===== src/rtl/rdec_pkg.sv =====
package rdec_pkg;

    localparam int OPW  = 6;
    localparam int REGW = 5;

    typedef enum logic [3:0] {
        ALU_SLL = 4'd0,
        ALU_SRL = 4'd1,
        ALU_SRA = 4'd2,
        ALU_ADD = 4'd3,
        ALU_SUB = 4'd4,
        ALU_AND = 4'd5,
        ALU_OR  = 4'd6,
        ALU_XOR = 4'd7,
        ALU_NOR = 4'd8
    } alu_op_e;

    typedef enum logic [1:0] {
        BR_NONE = 2'b00,
        BR_LEZ  = 2'b01,
        BR_GTZ  = 2'b10
    } br_kind_e;

    typedef struct packed {
        alu_op_e  alu;
        logic     uns;
        logic     sign_res;
        br_kind_e kind;
        logic     rsvd;
    } dec_t;

    localparam logic [OPW-1:0] MAJ_REGREG = 6'b000000;
    localparam logic [OPW-1:0] MAJ_BLEZ   = 6'b000110;
    localparam logic [OPW-1:0] MAJ_BGTZ   = 6'b000111;

endpackage


===== src/rtl/rdec_op_decode.sv =====
module rdec_op_decode
    import rdec_pkg::*;
(
    input  logic [OPW-1:0]  major,
    input  logic [OPW-1:0]  funct,
    input  logic [REGW-1:0] rt_field,
    output dec_t            dec
);

    localparam dec_t NOP_DEC  = '{alu: ALU_SLL, uns: 1'b0, sign_res: 1'b0,
                                  kind: BR_NONE, rsvd: 1'b0};
    localparam dec_t RSVD_DEC = '{alu: ALU_SLL, uns: 1'b0, sign_res: 1'b0,
                                  kind: BR_NONE, rsvd: 1'b1};

    dec_t rr_dec;
    dec_t imm_dec;

    // Register-register class: groups are aligned cubes of the function space.
    always_comb begin
        rr_dec = NOP_DEC;
        unique casez (funct)
            6'b0000??: begin
                unique case (funct[1:0])
                    2'b00:   rr_dec.alu = ALU_SLL;
                    2'b10:   rr_dec.alu = ALU_SRL;
                    2'b11:   rr_dec.alu = ALU_SRA;
                    default: rr_dec = RSVD_DEC;
                endcase
            end
            6'b1000??: begin
                rr_dec.alu = funct[1] ? ALU_SUB : ALU_ADD;
                rr_dec.uns = funct[0];
            end
            6'b1001??: begin
                unique case (funct[1:0])
                    2'b00:   rr_dec.alu = ALU_AND;
                    2'b01:   rr_dec.alu = ALU_OR;
                    2'b10:   rr_dec.alu = ALU_XOR;
                    default: rr_dec.alu = ALU_NOR;
                endcase
            end
            6'b10101?: begin
                rr_dec.alu      = ALU_SUB;
                rr_dec.sign_res = 1'b1;
                rr_dec.uns      = funct[0];
            end
            default: rr_dec = RSVD_DEC;
        endcase
    end

    // Immediate class: major opcodes 001xxx.
    always_comb begin
        imm_dec = NOP_DEC;
        unique case (major[2:0])
            3'b000: imm_dec.alu = ALU_ADD;
            3'b001: begin imm_dec.alu = ALU_ADD; imm_dec.uns = 1'b1; end
            3'b010: begin imm_dec.alu = ALU_SUB; imm_dec.sign_res = 1'b1; end
            3'b011: begin
                imm_dec.alu      = ALU_SUB;
                imm_dec.sign_res = 1'b1;
                imm_dec.uns      = 1'b1;
            end
            3'b100: imm_dec.alu = ALU_AND;
            3'b101: imm_dec.alu = ALU_OR;
            3'b110: imm_dec.alu = ALU_XOR;
            default: imm_dec = RSVD_DEC;
        endcase
    end

    always_comb begin
        dec = RSVD_DEC;
        unique casez (major)
            MAJ_REGREG: dec = rr_dec;
            MAJ_BLEZ, MAJ_BGTZ: begin
                if (rt_field == '0) begin
                    dec      = NOP_DEC;
                    dec.kind = major[0] ? BR_GTZ : BR_LEZ;
                end
            end
            6'b001???: dec = imm_dec;
            default:   dec = RSVD_DEC;
        endcase
    end

endmodule


===== src/rtl/rdec_zero_branch.sv =====
module rdec_zero_branch
    import rdec_pkg::*;
#(
    parameter int DW = 32
) (
    input  logic [DW-1:0] src,
    input  logic [DW-1:0] cmp_operand,
    input  br_kind_e      kind,
    output logic          taken
);

    logic equal;
    logic negative;

    assign equal    = (src == cmp_operand);
    assign negative = src[DW-1];

    always_comb begin
        unique case (kind)
            BR_LEZ:  taken = equal | negative;
            BR_GTZ:  taken = ~equal & ~negative;
            default: taken = 1'b0;
        endcase
    end

endmodule


===== src/rtl/rdec_top.sv =====
module rdec_top
    import rdec_pkg::*;
#(
    parameter int XLEN = 32
) (
    input  logic            clk,
    input  logic            rst_n,
    input  logic            in_valid,
    input  logic [XLEN-1:0] instr,
    input  logic [XLEN-1:0] rs_value,
    output logic            out_valid,
    output logic [3:0]      alu_sel,
    output logic            is_unsigned,
    output logic            sign_result,
    output logic [1:0]      branch_kind,
    output logic            branch_taken,
    output logic            reserved
);

    localparam int MAJ_LSB = XLEN - OPW;
    localparam int RT_LSB  = 16;
    localparam int RS_LSB  = RT_LSB + REGW;
    localparam logic [XLEN-1:0] RT_ZERO = '0;

    dec_t dec;
    logic taken;
    logic unused_fields;

    assign unused_fields = ^{instr[MAJ_LSB-1:RS_LSB], instr[RT_LSB-1:OPW]};

    rdec_op_decode u_dec (
        .major    (instr[XLEN-1:MAJ_LSB]),
        .funct    (instr[OPW-1:0]),
        .rt_field (instr[RT_LSB+REGW-1:RT_LSB]),
        .dec      (dec)
    );

    // Second comparator input is the zero register for both branch kinds.
    rdec_zero_branch #(.DW(XLEN)) u_br (
        .src         (rs_value),
        .cmp_operand (RT_ZERO),
        .kind        (dec.kind),
        .taken       (taken)
    );

    always_ff @(posedge clk or negedge rst_n) begin
        if (!rst_n) begin
            out_valid    <= 1'b0;
            alu_sel      <= 4'd0;
            is_unsigned  <= 1'b0;
            sign_result  <= 1'b0;
            branch_kind  <= 2'b00;
            branch_taken <= 1'b0;
            reserved     <= 1'b0;
        end else if (in_valid) begin
            out_valid    <= 1'b1;
            alu_sel      <= dec.alu;
            is_unsigned  <= dec.uns;
            sign_result  <= dec.sign_res;
            branch_kind  <= dec.kind;
            branch_taken <= taken;
            reserved     <= dec.rsvd;
        end else begin
            out_valid    <= 1'b0;
            alu_sel      <= 4'd0;
            is_unsigned  <= 1'b0;
            sign_result  <= 1'b0;
            branch_kind  <= 2'b00;
            branch_taken <= 1'b0;
            reserved     <= 1'b0;
        end
    end

    p_zero_word_nop_r1: assert property (@(posedge clk) disable iff (!rst_n)
        (in_valid && instr == '0) |=> (out_valid && alu_sel == 4'd0 && !reserved
            && !is_unsigned && !sign_result && branch_kind == 2'b00 && !branch_taken));

    p_slt_is_sub_r3: assert property (@(posedge clk) disable iff (!rst_n)
        sign_result |-> (alu_sel == ALU_SUB));

    p_kind_exclusive_r6: assert property (@(posedge clk) disable iff (!rst_n)
        $onehot0(branch_kind));

    p_taken_needs_branch_r7: assert property (@(posedge clk) disable iff (!rst_n)
        branch_taken |-> (branch_kind != 2'b00));

    p_reserved_quiet_r10: assert property (@(posedge clk) disable iff (!rst_n)
        reserved |-> (alu_sel == 4'd0 && !is_unsigned && !sign_result
            && branch_kind == 2'b00 && !branch_taken));

    p_valid_follows_r11: assert property (@(posedge clk) disable iff (!rst_n)
        in_valid |=> out_valid);

    p_idle_zero_r11: assert property (@(posedge clk) disable iff (!rst_n)
        !in_valid |=> (!out_valid && !reserved && alu_sel == 4'd0));

endmodule


===== config.mk =====
export PLATFORM = sky130hd
export DESIGN_NAME = rdec_top
export DESIGN_NICKNAME = d
export VERILOG_FILES = /design/src/rtl/rdec_pkg.sv /design/src/rtl/rdec_op_decode.sv /design/src/rtl/rdec_zero_branch.sv /design/src/rtl/rdec_top.sv
export SDC_FILE = /design/constraint.sdc
export NUM_CORES = 1
export LEC_CHECK = 0
export BUFFER_PORTS_ARGS = -buffer_cell sky130_fd_sc_hd__buf_2
export CORE_ASPECT_RATIO = 1.2
export CORE_MARGIN = 2
export CORE_UTILIZATION = 30
export CTS_BUF_LIST = sky130_fd_sc_hd__clkbuf_16
export DETAILED_ROUTE_END_ITERATION = 7
export GPL_ROUTABILITY_DRIVEN = 0
export PLACE_DENSITY = 0.66
export SLEW_MARGIN = 20
export SYNTH_ARGS = -nofsm -noshare
export SYNTH_HDL_FRONTEND = slang
export SYNTH_HIERARCHICAL = 1
export SYNTH_SLANG_ARGS = --single-unit

===== constraint.sdc =====
create_clock -name clk -period 0.8 [get_ports clk]
set_input_delay 0.04 -clock clk [delete_from_list [all_inputs] [get_ports clk]]
set_output_delay 0.04 -clock clk [all_outputs]
set_load 0.05 [all_outputs]

==> impl_results.md, run 1 <==
* Worst path cell trace: buf_6 -> or3_4 -> nor4_4 -> buf_4 -> nand3b_4 -> o41ai_2 -> and2_1
* Synth Area in Simple Gates at 29.4%
* Area delta synth->final at 75.0%
* CTS tree: done
* First DRT Iteration DRCs at 27
* Longest Clk Path Bufs at 2
* Power Density at 1080 nW/µm²
* WP data arrival at ~1300 ps
* Root Driver: clkbuf_16
* Antenna violations before repair at 0
* Max incr delay on CP at 400 ps
* XOR/XNOR Fraction of Synth Area at 25.8%
* Final net count at ~320
* Global-route wire length before repair at 4620 µm
* DRC viols at 0
* Met2 Use GR at a little over a quarter
* Mux cell area share after synthesis at 3.90%
* Total track usage at a little over an eighth
* Synth Area in Adders at 5.57%
* Effective utilization at floorplan at 31.1%
* H-Tree Depth at 1
* Max-cap violations at 0
* Worst setup margin at -317 ps
* DIE HEIGHT at ~71 µm
* Seq/Total Area, Yosys at 24.5%
* Cts bufs inserted at 3
* # IOs at 78
* # clock sinks at 11
* CP Capture Type: register
* Slowest CP cell: or3_4
* First drt pass iteration count at 6
* Yosys cell types at 33
* HP Class: input pin to register
* Startpoint Class: input pin
* Violated checks: negative setup slack
* DIE AREA at 4250 µm²
* Prevailing post-synth register cell: dfrtp_1
* Fin crit period at 1120 ps
* Drt wl/cell at 9.54 µm
* Post-synth EDFFs at 0
* Peak supply drop at 0.499 mV
* Post-route ant nets at 0
* RSZ-0062 raised after global routing: yes
* Mean post-synth cell area at 9.05 µm²
* Status: complete, but fails checks
* Post-synth top cells: xnor2_1 (33), dfrtp_1 (11), and2_1 (10)
* Slew Viols, Final at 0
* Final setup fails at 11
* Complex-gate fraction of the synthesized area at 9.48%
* Register area at 275 µm²
* Syn Std Cell Area at 1120 µm²
* Grt ovf at 0
* Final Hold Vio Count at 0
* Core Box Area at 3600 µm²
* Top cell type's share of synthesized area at around a quarter
* Vias at 1246
* Largest net degree at the start of global routing at 12
* Hold slack final at 4.42 ps
* Setup_tns at -2030 ps
* I/O Buffers at 62
* Dpl hpwl at 2370 µm
* Vias in the first global route at between 1000 and 1500
* Multi-input logic area at approximately 990 µm²
* Vias per inst at 4.42
* Most common cell in the netlist: xnor2_1
* Top cells by area, synth: xnor2_1 (26%), dfrtp_1 (25%), and2_1 (5.6%)
* Yosys reg bits at 11
* Synth warn at 6
* Fill cells at 369
* Antenna fix cells at 0
* # rows at 24
* GR met1 Demand/Resource at 13.9%
* Met3 usage at 2.56%
* Post-layout util at 54.5%
* Yosys top cell by area: xnor2_1
* Synth Instances at 124
* P_leak at 0.000952 µW
* Critical path class: input pin to register
* Clock transition at path regs at 40 ps
* Final worst path period share at 140%
* Main combinational cell family by area after synthesis: simple AND/OR/NAND/NOR gates
* Crit path max fanout at 5
* Fmax at approximately 900 MHz
* Die Span X at 59.8 µm
* WL final at 2690 µm
* Most Crowded Layer GR: met2
* Asr flop ratio synth at 100%
* Share of cells above drive strength 1 at 42.4%
* Crit path required time at 970 ps
-- final timing paths --
path	startpoint	end	slack, ps	cells past startpoint
max	instr[31]	is_unsigned	-320	7
min	in_valid	out_valid	4	1
max in group asynchronous	rst_n	branch_kind[1]	420	2
min in group asynchronous	rst_n	alu_sel[3]	190	2
-- registers in the layout, indices dropped and copies added (netlist names) --
| register | cells |
|---|---|
| alu_sel | 4 |
| branch_kind | 2 |
| branch_taken | 1 |
| is_unsigned | 1 |
| out_valid | 1 |
| reserved | 1 |
| sign_result | 1 |
-- cell type report --
| cell class | count | area share, % |
|---|---|---|
| Clock buffer | 3 | 3.82 |
| Clock inverter | 1 | 0.255 |
| Inverter | 2 | 0.382 |
| Multi-Input combinational cell | 141 | 50.2 |
| Sequential cell | 11 | 14.0 |
| Tap cell | 39 | 2.48 |
| Timing Repair Buffer | 85 | 28.9 |
-- where the power goes --
part | leakage, µW | internal, µW | total (µW) | switching (µW)
Sequential | 0.000149 | 569 | 574 | 5.10
Combinational | 0.000762 | 361 | 660 | 298
Clock | 0.0000409 | 660 | 894 | 234
-- layer usage --
layer | up-vias | part of all wire (%)
met1 | 559 | 35
met5 | - | 0
met3 | 4 | 6.1
li1 | 642 | -
met2 | 41 | 58
met4 | 0 | 1.1
-- layout by cell type (no fill, tap or decap), types with 2 or more instances in the layout --
cell	instances
a21oi_1	2
a22oi_1	2
and2_1	10
buf_2	49
buf_4	22
buf_6	13
clkbuf_16	3
conb_1	32
dfrtp_1	11
ha_1	5
inv_1	2
mux2_2	3
nand2_1	4
nand2b_1	4
nand3_1	2
nand3b_1	3
nand4_1	8
nor2_1	6
nor3_1	3
nor3_2	2
o21ai_0	2
o21ai_1	2
o22ai_1	3
xnor2_1	33
-- cell families after synthesis --
group	after synthesis
and+or+nand+nor	52
DFF	11
xor gates and xnor gates	33
other	1
AOI/OAI and AO/OA	15
muxes	4
adders and majority gates	5
buffers and inverters	3
-- metrics by stage --
| step | setup slack (ps) | total power, µW | instances | instance area [µm²] |
|---|---|---|---|---|
| CTS | -351 | 2140 | 282 | 1940 |
| finish | -317 | 2130 | 282 | 1960 |
| floorplan | -417 | 906 | 155 | 1240 |
| global route | -362 | 2250 | 282 | 1960 |
| detailed placement | -647 | 1200 | 275 | 1740 |
| global placement | -603 | 1190 | 275 | 1740 |
-- repair_timing --
item | in CTS | in global routing
pin swaps | 7 | 5
endpoints found under the hold margin | 11 | 0
endpoints found under the setup margin | 20 | 21
resized for setup | 25 | 7
setup buffers | 2 | 0
hold buffers | 1 | 0
-- worst max-delay path: cells and delay by family --
kind,cells,cell delay (ps)
AND/OR/NAND/NOR,4,800
buffers and inverters,2,270
AO/OA/AOI/OAI,1,180
Power figures use the tool's default switching activity.
==> inputs of run 2 (changes only) <==
--- a/config.mk
+++ b/config.mk
@@ -5,6 +5,7 @@
 export SDC_FILE = /design/constraint.sdc
 export NUM_CORES = 1
 export LEC_CHECK = 0
+export ABC_AREA = 1
 export BUFFER_PORTS_ARGS = -buffer_cell sky130_fd_sc_hd__buf_2
 export CORE_ASPECT_RATIO = 1.2
 export CORE_MARGIN = 2
@@ -12,7 +13,7 @@
 export CTS_BUF_LIST = sky130_fd_sc_hd__clkbuf_16
 export DETAILED_ROUTE_END_ITERATION = 7
 export GPL_ROUTABILITY_DRIVEN = 0
-export PLACE_DENSITY = 0.66
+export PLACE_DENSITY = 0.63
 export SLEW_MARGIN = 20
 export SYNTH_ARGS = -nofsm -noshare
 export SYNTH_HDL_FRONTEND = slang
==> run 2 against run 1 <==
The flow still finishes with violations (negative setup slack). Power is 3.1% higher. Cell count is 45% higher. Final area is 17% higher. Non-clock buffer count is 1 lower. Fmax is 22% higher. Combinational power is 12% higher. Clock power is 2% lower. Worst setup slack better by 200 ps. First-iteration DRC count is 89% higher. Sequential share of layout area is 2.1 points lower. Area after synthesis is 20% higher. Die area is 19% higher. Critical endpoint is now branch_taken. Largest cell class unchanged. Highest routed layer unchanged.
==> impl_results.md, run 2 <==
* XOR/XNOR Fraction of Synth Area at 14.9% (-11 points)
* Mean post-synth cell area at 5.94 µm² (-34%)
* Dpl hpwl at 2550 µm (+7.7%)
* Placed inst area at 2030 µm² (+16%)
* Longest Clk Path Bufs at 2 (unchanged)
* Cts bufs inserted at 3 (unchanged)
* Synth Instances at 227 (+83%)
* WL final at 3050 µm (+13%)
* CP Capture Type: register
* Design Area, Final at 2310 µm² (+17%)
* Area delta synth->final at 71.1%
* Vias per inst at 3.84 (-13%)
* Status: complete, but fails checks
* Top reg by flops: alu_sel
* # rows at 26 (+8.3%)
* Grt ovf at 0 (unchanged)
* P_leak at 0.00131 µW (+38%)
* Pwr Total at 2190 µW (+3.1%)
* Slew Viols, Final at 0 (unchanged)
* Synth Area in Simple Gates at 43.5% (+14 points)
* Power Density at 952 nW/µm² (-12%)
* Synth warn at 6 (unchanged)
* Yosys top cell by area: nand2_1
* Syn Std Cell Area at 1350 µm² (+20%)
* Violated checks: negative setup slack
* Die Span X at 65.2 µm (+8.9%)
* Post-layout util at 53.7% (-0.81 points)
* Top cell type's share of synthesized area at 23.7% (-2.1 points)
* Share of cells above drive strength 1 at 33.9% (-8.5 points)
* Yosys cell types at 22 (-33%)
* Final net count at 427 (+35%)
* Final Hold Vio Count at 0 (unchanged)
* Crit path required time at 980 ps (about the same)
* Post-synth top cells: nand2_1 (85), inv_1 (45), xnor2_1 (23)
* First DRT Iteration DRCs at 51 (+89%)
* Post-route ant nets at 0 (unchanged)
* DIE AREA at 5050 µm² (+19%)
* Root Driver: clkbuf_16
* Max FFs per register at 4 (unchanged)
* Synth Area in Adders at 4.64% (-0.93 points)
* Final worst path period share at 114% (-26 points)
* # clock sinks at 11 (unchanged)
* Critical path class: input pin to register
* DRC viols at 0 (unchanged)
* Commonest non-fill, non-tap cell in the layout: nand2_1
* Global-route wire length before repair at 5150 µm (+11%)
* Asr flop ratio synth at 100% (unchanged)
* Core Box Area at 4290 µm² (+19%)
* Complex-gate fraction of the synthesized area at 2.51% (-7.0 points)
* Vias in the first global route at 1359 (+12%)
* Worst setup margin at -113 ps (+204 ps)
* Max-cap violations at 0 (unchanged)
* Commonest non-fill, non-tap cells in the layout: nand2_1 (84), buf_2 (45), conb_1 (41), inv_1 (39), xnor2_1 (23)
* First drt pass iteration count at 4 (-2)
* Fin crit period at 913 ps (-204 ps)
* Yosys reg bits at 11 (unchanged)
* Mux cell area share after synthesis at 0% (-3.9 points)
* Effective utilization at floorplan at 31.4% (+0.24 points)
* Clock transition at path regs at 40 ps (about the same)
* Largest net degree at the start of global routing at 12 (unchanged)
* # IOs at 78 (unchanged)
* I/O Buffers at 62 (unchanged)
* Peak supply drop at 0.476 mV (-4.7%)
* Largest regs: alu_sel: 4 flops, branch_kind: 2 flops
* Most common cell in the netlist: nand2_1
* RSZ-0062 raised after global routing: yes
* Main combinational cell family by area after synthesis: simple AND/OR/NAND/NOR gates
* Total track usage at 12.3% (-1.4 points)
* Post-synth EDFFs at 0 (unchanged)
* Prevailing post-synth register cell: dfrtp_1
* WP data arrival at 1090 ps (-200 ps)
* HP Class: input pin to register
* Startpoint Class: input pin
* CTS tree: done
* Antenna violations before repair at 0 (unchanged)
* Antenna fix cells at 0 (unchanged)
* H-Tree Depth at 1 (unchanged)
* Seq/Total Area, Yosys at 20.4% (-4.1 points)
* Hold slack final at 32.1 ps (+27.7 ps)
* Fmax at 1100 MHz (+22%)
* Drt wl/cell at 7.44 µm (-22%)
* Crit path max fanout at 3 (-2)
* Final setup fails at 2 (-9)
* DIE HEIGHT at 77.4 µm (+9.0%)
* Vias at 1574 (+26%)
* Top cells by area, synth: nand2_1 (24%), dfrtp_1 (20%), xnor2_1 (15%)
-- run 2: what timing repair did --
item | in CTS | in global routing
hold buffers | 1 | 0
setup buffers | 0 | 3
resized for setup | 26 | 27
pin swaps | 0 | 12
endpoints found under the hold margin | 11 | 0
endpoints found under the setup margin | 12 | 17
-- run 2: worst paths after layout --
kind / from / slack, ps / depth (start not counted) / end
worst max-delay path: instr[17] / -110 / 10 / branch_taken
worst min-delay path: in_valid / 30 / 1 / out_valid
max in group asynchronous: rst_n / 400 / 2 / alu_sel[3]
min in group asynchronous: rst_n / 210 / 2 / alu_sel[2]
-- run 2: power by group --
part / internal, µW / switching, µW / leakage [µW]
Clock: 659 / 221 / 0.0000409
Combinational: 368 / 373 / 0.00112
Sequential: 569 / 5.02 / 0.000149
-- run 2: cells by family after synthesis --
logic type               count (synthesis)
XOR/XNOR                                23
buffers and inverters                   47
other                                    1
AND/OR/NAND/NOR                        135
AO/OA/AOI/OAI                            5
flip-flops                              11
adder cells (fa/ha/maj)                  5
-- run 2: per-layer routing --
metal / share of wire [%] / vias to the layer above / routed length (µm) / track usage (%)
met5: 0 / - / 0 / 0
li1: - / 887 / - / -
met1: 41 / 638 / 1240 / 14.9
met3: 5.5 / 2 / 169 / 1.88
met4: 0.62 / 0 / 19 / 4.38
met2: 53 / 47 / 1620 / 21.8
-- run 2: area by class of cell --
| class | instances | area, µm² |
|---|---|---|
| Tap cell | 56 | 70.1 |
| Clock buffer | 3 | 75.1 |
| Sequential cell | 11 | 275 |
| Multi-Input combinational cell | 209 | 1110 |
| Clock inverter | 1 | 5.00 |
| Timing Repair Buffer | 84 | 592 |
| Fill cell | 462 | 1990 |
| Inverter | 46 | 176 |
-- run 2: critical path: stages --
cell and delay, ps:
buf_6 90, nor2_4 90, nand3b_1 200, nor3_2 270
inv_1 70, nor2_1 80, nand3_1 80, nand2_1 60
nand2_1 50, inv_1 50
-- run 2: through the flow --
step                      setup slack, ps  instances  TNS, ps
final                                -113        410     -121
after global routing                 -217        410     -413
after CTS                           -74.7        407    -75.5
after detailed placement             -328        402    -1830
after global placement               -272        402    -1620
after floorplan                     -67.9        267    -67.9
==> inputs of run 3 (changes only) <==
--- a/config.mk
+++ b/config.mk
@@ -7,7 +7,7 @@
 export LEC_CHECK = 0
 export ABC_AREA = 1
 export BUFFER_PORTS_ARGS = -buffer_cell sky130_fd_sc_hd__buf_2
-export CORE_ASPECT_RATIO = 1.2
+export CORE_ASPECT_RATIO = 2
 export CORE_MARGIN = 2
 export CORE_UTILIZATION = 30
 export CTS_BUF_LIST = sky130_fd_sc_hd__clkbuf_16
==> run 3 against run 2 <==
The run still ends with negative setup slack left. Sequential share of layout area increased by 0.42 points. Wire length decreased by 3.8%. Core utilization decreased by 2.3 points. Worst hold slack about the same. Global-route usage increased by 0.49 points. Critical endpoint unchanged.
==> impl_results.md, run 3 (synthesized netlist as in run 2, its figures left out) <==
* Fin crit period at 841 ps (-72.1 ps)
* Largest net degree at the start of global routing at 12 (unchanged)
* RSZ-0062 raised after global routing: yes
* Vias at 1582 (+0.51%)
* First drt pass iteration count at 3 (-1)
* Cts bufs inserted at 3 (unchanged)
* Final setup fails at 1 (-1)
* Register area at 275 µm² (unchanged)
* Commonest non-fill, non-tap cells in the layout: nand2_1 (85), buf_2 (49), inv_1 (43), conb_1 (41), xnor2_1 (23)
* I/O Buffers at 62 (unchanged)
* Largest regs: alu_sel: 4 flops, branch_kind: 2 flops
* Placed inst area at 2050 µm² (+0.99%)
* DRC viols at 0 (unchanged)
* Global-route wire length before repair at 5180 µm (+0.66%)
* # rows at 34 (+31%)
* Final net count at 427 (unchanged)
* Area delta synth->final at 65.4%
* First DRT Iteration DRCs at 8 (-84%)
* Status: complete, but fails checks
* Core Box Area at 4340 µm² (+1.0%)
* Vias in the first global route at 1489 (+9.6%)
* Root Driver: clkbuf_16
* Share of cells above drive strength 1 at 29.9% (-4.0 points)
* H-Tree Depth at 1 (unchanged)
* Violated checks: negative setup slack
* Crit path required time at 980 ps (about the same)
* CTS tree: done
* CP startpoint: instr[26]
* Pwr Total at 2150 µW (-2.1%)
* # clock sinks at 11 (unchanged)
* DP Worst Slack at -300 ps (+28.0 ps)
* Final worst path period share at 105% (-9.0 points)
* Max-cap violations at 0 (unchanged)
* Startpoint Class: input pin
* Clock transition at path regs at 40 ps (about the same)
* Dpl hpwl at 2750 µm (+7.8%)
* Longest Clk Path Bufs at 2 (unchanged)
* Top reg by flops: alu_sel
* P_leak at 0.00130 µW (-0.95%)
* Worst setup margin at -40.6 ps (+72.1 ps)
* Power Density at 964 nW/µm² (+1.3%)
* Final Hold Vio Count at 0 (unchanged)
* Die Span X at 51.4 µm (-21%)
* Drt wl/cell at 7.19 µm (-3.4%)
* DIE AREA at 5080 µm² (+0.60%)
* Vias per inst at 3.88 (+1.0%)
* Slew Viols, Final at 0 (unchanged)
* DIE HEIGHT at 98.8 µm (+28%)
* Multi-input logic area at 1070 µm² (-3.7%)
* Hold path start: in_valid
* Crit path max fanout at 4 (+1)
* Peak supply drop at 1.05 mV (+120%)
* Post-route ant nets at 0 (unchanged)
* Design Area, Final at 2230 µm² (-3.4%)
* Fmax at 1190 MHz (+8.6%)
* Commonest non-fill, non-tap cell in the layout: nand2_1
* # IOs at 78 (unchanged)
* Effective utilization at floorplan at 31.1% (-0.33 points)
* Max FFs per register at 4 (unchanged)
* Antenna violations before repair at 0 (unchanged)
* Placed Cells incl. Taps at 403 (+0.25%)
* Grt ovf at 0 (unchanged)
* Post-CTS Setup Inserts at 0 (unchanged)
* Total track usage at 12.8% (+0.49 points)
* CP Capture Type: register
* WL final at 2930 µm (-3.8%)
* HP Class: input pin to register
* Critical path class: input pin to register
* Final std cells w/o fill at 408 (-0.49%)
* WP data arrival at 1020 ps (-70 ps)
* Antenna fix cells at 0 (unchanged)
* Fill cells at 469 (+1.5%)
run 3: cell count changes in the layout (fill, tap and decap cells not counted), sizes merged:
cell / change
inv: +1
clkinv: -1
run 3: per-stage QoR:
step	utilization (%)	hold slack (ps)	TNS, ps
3_5_place_dp	47.1	-89.5	-1680
5_1_grt	51.4	46.2	-412
6_report	51.4	32.0	-40.6
3_3_place_gp	47.1	-94.4	-1540
2_1_floorplan	-	-256	-67.9
4_1_cts	51.1	31.9	-44.7
run 3: power by group:
group / internal, µW / switching [µW] / leakage, µW
logic: 344 / 358 / 0.00111
registers: 570 / 4.36 / 0.000149
clock network: 653 / 219 / 0.0000423
run 3: per-layer routing:
metal / GRT usage (%) / up-vias / share of wire [%]
met5: 0 / - / 0
met4: 7.69 / 0 / 3.6
met3: 1.06 / 8 / 5.1
met2: 27.0 / 51 / 59
met1: 10.1 / 643 / 32
li1: - / 880 / -
run 3: repair_timing:
item                                    in CTS  in global routing
hold endpoints to repair                    11                  0
resized for setup                           24                  6
hold buffers                                 1                  0
endpoints found under the setup margin      12                 12
run 3: cell type report:
class	count	area share, %
Multi-Input combinational cell	209	48.1
Tap cell	54	3.03
Clock buffer	3	3.37
Clock inverter	1	0.168
Timing Repair Buffer	84	25.1
Inverter	46	7.92
Sequential cell	11	12.4
run 3: path summary, 6_finish.rpt:
path                                end  slack (ps)  cells after the start
setup / recovery           branch_taken         -40                     11
hold / removal                out_valid          30                      1
min in group asynchronous    alu_sel[3]         210                      2
max in group asynchronous     out_valid         400                      2
run 3: worst max-delay path, stage by stage:
cell and delay (ps):
buf_2 110, nand2_1 70, inv_1 70, nand3_1 80, nor3_2 240, inv_1 60, nor2_1 80, nand3_1 80
nand2_1 70, nand2_1 50, inv_1 50
